<file path="config.mk">
export PLATFORM = sky130hd
export DESIGN_NAME = msg_framer
export DESIGN_NICKNAME = d
export VERILOG_FILES = /design/src/rtl/mf_pkg.sv /design/src/rtl/mf_seq.sv /design/src/rtl/mf_stuff.sv /design/src/rtl/msg_framer.sv
export SDC_FILE = /design/constraint.sdc
export NUM_CORES = 1
export LEC_CHECK = 0
export CORE_UTILIZATION = 54
export DETAILED_ROUTE_END_ITERATION = 10
export PLACE_DENSITY = 0.81
export SYNTH_ARGS = -nofsm -noshare
export SYNTH_HDL_FRONTEND = slang
export SYNTH_SLANG_ARGS = --single-unit
</file>
<file path="constraint.sdc">
create_clock -name clk -period 2.8 [get_ports clk]
set_input_delay 0.28 -clock clk [delete_from_list [all_inputs] [get_ports clk]]
set_output_delay 0.28 -clock clk [all_outputs]
set_load 0.1 [all_outputs]
</file>
<file path="src/rtl/mf_pkg.sv">
package mf_pkg;
  localparam logic [7:0] MF_EOM  = 8'hA0;
  localparam logic [7:0] MF_EOC  = 8'hA1;
  localparam logic [7:0] MF_ESC  = 8'hAA;
  localparam logic [7:0] MF_FLIP = 8'h10;
  localparam logic [7:0] MF_VCMD = 8'hFF;
  localparam logic [7:0] MF_VNUM = 8'h01;

  typedef enum logic [2:0] {
    S_IDLE, S_PAY, S_SUM, S_EOM, S_V0, S_V1, S_VEND
  } mf_state_e;

  function automatic logic is_reserved(input logic [7:0] b);
    return (b == MF_EOM) || (b == MF_EOC) || (b == MF_ESC);
  endfunction

  function automatic logic [7:0] sum_add(input logic [7:0] acc, input logic [7:0] b);
    return acc + b;
  endfunction

  function automatic logic [7:0] sum_close(input logic [7:0] acc);
    return (~acc) + 8'd1;
  endfunction
endpackage

</file>
<file path="src/rtl/mf_seq.sv">
module mf_seq #(
  parameter int AW = 5
) (
  input  logic          clk,
  input  logic          rst_n,
  input  logic          start_i,
  input  logic          hello_i,
  input  logic [AW:0]   len_i,
  output logic [AW-1:0] rd_addr_o,
  input  logic [7:0]    rd_data_i,
  output logic [7:0]    lb_data_o,
  output logic          lb_raw_o,
  output logic          lb_valid_o,
  input  logic          lb_ready_i,
  output logic          busy_o,
  output logic          pay_o,
  output logic          term_acc_o
);
  import mf_pkg::*;

  localparam logic [AW:0] ONE   = (AW+1)'(1);
  localparam logic [AW:0] TWO   = (AW+1)'(2);
  localparam logic [AW:0] THREE = (AW+1)'(3);

  mf_state_e   st;
  logic [AW:0] idx, len_q, src;
  logic [7:0]  acc;
  logic        fire;

  assign fire = lb_valid_o && lb_ready_i;

  always_comb begin
    src = idx;
    if (len_q >= THREE) begin
      if (idx == ONE)      src = TWO;
      else if (idx == TWO) src = ONE;
    end
  end

  assign rd_addr_o = (st == S_PAY) ? src[AW-1:0] : '0;

  always_comb begin
    lb_data_o = 8'h00;
    lb_raw_o  = 1'b0;
    unique case (st)
      S_PAY:  lb_data_o = rd_data_i;
      S_SUM:  lb_data_o = sum_close(acc);
      S_EOM:  begin lb_data_o = MF_EOM; lb_raw_o = 1'b1; end
      S_V0:   lb_data_o = MF_VCMD;
      S_V1:   lb_data_o = MF_VNUM;
      S_VEND: begin lb_data_o = MF_EOC; lb_raw_o = 1'b1; end
      default: ;
    endcase
  end

  assign lb_valid_o = (st != S_IDLE);
  assign busy_o     = (st != S_IDLE);
  assign pay_o      = (st == S_PAY);
  assign term_acc_o = fire && lb_raw_o;

  always_ff @(posedge clk) begin
    if (!rst_n) begin
      st    <= S_IDLE;
      idx   <= '0;
      len_q <= '0;
      acc   <= 8'h00;
    end else begin
      unique case (st)
        S_IDLE: begin
          if (start_i) begin
            len_q <= len_i;
            idx   <= ONE;
            acc   <= 8'h00;
            st    <= (len_i > ONE) ? S_PAY : S_SUM;
          end else if (hello_i) begin
            st <= S_V0;
          end
        end
        S_PAY: if (fire) begin
          acc <= sum_add(acc, rd_data_i);
          if (idx == len_q - ONE) st <= S_SUM;
          else                    idx <= idx + ONE;
        end
        S_SUM:  if (fire) st <= S_EOM;
        S_EOM:  if (fire) st <= S_IDLE;
        S_V0:   if (fire) st <= S_V1;
        S_V1:   if (fire) st <= S_VEND;
        S_VEND: if (fire) st <= S_IDLE;
        default: st <= S_IDLE;
      endcase
    end
  end
endmodule

</file>
<file path="src/rtl/mf_stuff.sv">
module mf_stuff (
  input  logic       clk,
  input  logic       rst_n,
  input  logic [7:0] lb_data_i,
  input  logic       lb_raw_i,
  input  logic       lb_valid_i,
  output logic       lb_ready_o,
  output logic [7:0] tx_data_o,
  output logic       tx_valid_o,
  input  logic       tx_ready_i,
  output logic       esc_phase_o
);
  import mf_pkg::*;

  logic second, needs_esc;

  assign needs_esc   = lb_valid_i && !lb_raw_i && is_reserved(lb_data_i);
  assign tx_valid_o  = lb_valid_i;
  assign tx_data_o   = second ? (lb_data_i | MF_FLIP) : (needs_esc ? MF_ESC : lb_data_i);
  assign lb_ready_o  = tx_ready_i && (second || !needs_esc);
  assign esc_phase_o = second;

  always_ff @(posedge clk) begin
    if (!rst_n)                                 second <= 1'b0;
    else if (tx_ready_i && needs_esc && !second) second <= 1'b1;
    else if (tx_ready_i && second)               second <= 1'b0;
  end
endmodule

</file>
<file path="src/rtl/msg_framer.sv">
module msg_framer #(
  parameter int AW = 5
) (
  input  logic          clk,
  input  logic          rst_n,
  input  logic          start_i,
  input  logic          hello_i,
  input  logic [AW:0]   len_i,
  output logic [AW-1:0] rd_addr_o,
  input  logic [7:0]    rd_data_i,
  output logic [7:0]    tx_data_o,
  output logic          tx_valid_o,
  input  logic          tx_ready_i,
  output logic          done_o
);
  logic [7:0] lb_data;
  logic       lb_raw, lb_valid, lb_ready;
  logic       seq_busy, seq_pay, term_acc, esc_phase;

  mf_seq #(.AW(AW)) u_seq (
    .clk(clk), .rst_n(rst_n), .start_i(start_i), .hello_i(hello_i),
    .len_i(len_i), .rd_addr_o(rd_addr_o), .rd_data_i(rd_data_i),
    .lb_data_o(lb_data), .lb_raw_o(lb_raw), .lb_valid_o(lb_valid),
    .lb_ready_i(lb_ready), .busy_o(seq_busy), .pay_o(seq_pay),
    .term_acc_o(term_acc)
  );

  mf_stuff u_stuff (
    .clk(clk), .rst_n(rst_n), .lb_data_i(lb_data), .lb_raw_i(lb_raw),
    .lb_valid_i(lb_valid), .lb_ready_o(lb_ready), .tx_data_o(tx_data_o),
    .tx_valid_o(tx_valid_o), .tx_ready_i(tx_ready_i), .esc_phase_o(esc_phase)
  );

  always_ff @(posedge clk) begin
    if (!rst_n) done_o <= 1'b0;
    else        done_o <= term_acc;
  end
endmodule

</file>
==> results.cfg <==
[placement]
dp_slack_ps = 89.8
place_congestion = 0.983
hpwlAfterDp_mm = 4.91
dp_cells = 365
dpl-instance-area_um2 = 2810
io_buffers = 33

[yosys]
synth_edf_count = 0
synth_common_cells = nand2_1 (26), a21oi_1 (25), dfxtp_1 (25)
yosys_register_bits = 25
yosysMostFrequentCell = nand2_1
yosys_warnings = 0
avgSynthCellArea_um2 = 7.83
synth_fp_nets = 310
yosysTopAreaCell = dfxtp_1
synth_flop_cell = dfxtp_1
synth.top_cell.area_share_pct = 23.1
synth_cells = 277
ys_seq_area_share_pct = 23.1
syn_area_um2 = 2170
synthTopCellsByArea = dfxtp_1 (23%), ha_1 (7.5%), a21oi_1 (5.8%)
synthArstFlopShare_pct = 0
synth_cell_type_count = 64

[layout]
final_util_pct = 77.3
multi_input_area_um2 = 1610
n_fill_cell = 299
instances_no_fill = 371
area_growth_pct = 33.4
seq_area_um2 = 510
nNetsFinal = 357
design_area_um2 = 2890
drive_gt1_share_pct = 22.0
antennaDiodeCount = 0

[power_and_ir_drop]
power_density_nw_per_um2 = 926
vdd_drop_max_uv = 490
p_leak_nw = 1.14
total_power_mw = 2.68

[critical_path]
crit_chain = or4_4 -> or3_1 -> a31oi_1 -> o31a_2 -> inv_2 -> nand4b_4 -> and2_4 -> buf_12
slowest_stage = or4_4
startpoint_type = register
required_ps = 2520
slowest_delay_ps = 560
crit_path_max_fanout = 7
end_kind = primary output
rr_worst_depth = 10
critPathTopFamily = simple AND/OR/NAND/NOR gates
reg2reg_slack_ps = 190
rr_startpoint = u_seq.st[0]
path_buf_inv = 2
setup.worst_path.class = register to primary output
arrival_ps = 2440
cp.depth = 8
r2r-end = u_seq.acc[3]

[sta]
hold_viol = 0
relSlewSlack_pct = 71.0
whs_ps = 518
fin_crit_ps = 2720
setup_tns_ps = 0
fin_skew_ps = 11.9
fmax_mhz = 367
setup_violations = 0
worst_slack_ps = 77.5
rsz0062_at_grt = yes
drv_slew = 0
fin_crit_sh_pct = 97.2
worstMarginPinSlew_ps = 424

[detailed_routing]
dr_total_vias = 2338
drc = 0
avgRoutedWirePerCell_um = 17.2
ant_nets = 0
first_iter_violations = 292
routed_via_density = 6.30
dr.pass1.iters = 4
totalWireLength_mm = 6.39

[grt]
grt_pass1_vias = 2157
track_usage_pct = 31.1
antenna_found_initial = 0
globalRouteOverflowTotal = 0
grt_pass1_wl_mm = 10.3
grt_start_max_net_pins = 18

[cts]
cts_tree = done
htreeDepth = 1
postCtsHoldBufs = 0
clock-sinks = 25
cts_made_buffers = 3
worstSkewPairLatency_ps = 280
cts.path.max_buffers = 2
cts_root_buf = clkbuf_8
clkSlewWorstSetupHoldPaths_ps = 100

[floorplan]
die-width_um = 65.4
initial_core_util_pct = 57.9
ios = 34
dieArea_um2 = 4270
rows = 22
die_y_um = 65.4
coreArea_um2 = 3740

[hold_path]
hold_end = u_seq.len_q[5]
hold_class = register to register
hold_depth = 2
min_from = u_seq.len_q[5]

[job]
max_cap_violations = 0

[status]
outcome = finished clean
## state kept, by name (all words and copies together) (netlist names)
register	count
u_stuff.esc_phase_o	1
u_seq.acc	8
u_seq.idx	6
u_seq.len_q	6
done_o	1
u_seq.st	3
## routing by layer
metal	track usage (%)	share of wire [%]	vias up
met1	42.3	45	1102
li1	-	-	1137
met3	5.56	6.1	8
met4	7.34	1.1	0
met2	50.6	48	91
met5	0	0	-
## area by class of cell
cell class / instances / share of cell area, %
timing repair buffer: 58 / 20.9
multi-input combinational: 221 / 55.8
clock inverter: 1 / 0.173
inverter: 15 / 1.95
tap: 48 / 2.08
clock buffer: 3 / 1.43
sequential: 25 / 17.6
## how the worst max path moves through the flow
| stage | from | endpoint | slack, ps |
|---|---|---|---|
| floorplan | u_seq.acc[5] | u_seq.idx[2] | -330 |
| global placement | rd_data_i[1] | u_seq.acc[7] | 200 |
| detailed placement | rd_data_i[1] | u_seq.acc[7] | 90 |
| CTS | u_seq.st[0] | tx_data_o[0] | 9 |
| global route | u_seq.st[0] | tx_data_o[0] | -60 |
| finish | u_seq.acc[0] | tx_data_o[0] | 80 |
## power breakdown
group,total (mW),internal [mW],switching [mW]
logic,1.94,0.745,1.19
registers,0.522,0.409,0.113
clock network,0.219,0.0997,0.119
total,2.68,1.25,1.43
## layout by cell type (no fill, tap or decap), types with 4 or more instances in the layout
cell              n
a211o_1           6
a21oi_1          25
a31oi_1           4
and3_1            6
buf_12           10
buf_4            30
clkdlybuf4s50_1  18
dfxtp_1          19
dfxtp_2           5
ha_1             13
inv_1            13
nand2_1          25
nand3_1          11
nand3b_1          4
nand4_1           5
nor2_1           13
nor3_1            9
o2111ai_1         5
o21ai_0           9
or3_1             4
xnor2_1          10
xor2_1            4
## timing repair
item,4_1_cts,5_1_grt
buffers inserted,1,1
endpoints found under the setup margin,3,15
pin swaps,1,3
gates resized for setup,2,7
## worst register-to-register path, delay by kind of cell (launching register included)
family                 cells  cell delay (ps)
AOI/OAI and AO/OA          5             1060
DFF                        1              410
and+or+nand+nor            2              460
buffers and inverters      3              600
## logic make-up (layout without fill, tap and decap cells)
group	after synthesis	count (layout)	synth area share, %
and+or+nand+nor	105	105	27.3
AOI/OAI and AO/OA	85	85	28.2
buffers and inverters	31	77	5.94
DFF	25	25	23.1
adders and majority gates	14	14	8.42
xor gates and xnor gates	14	14	5.65
muxes	3	3	1.44
Power figures use the tool's default switching activity.
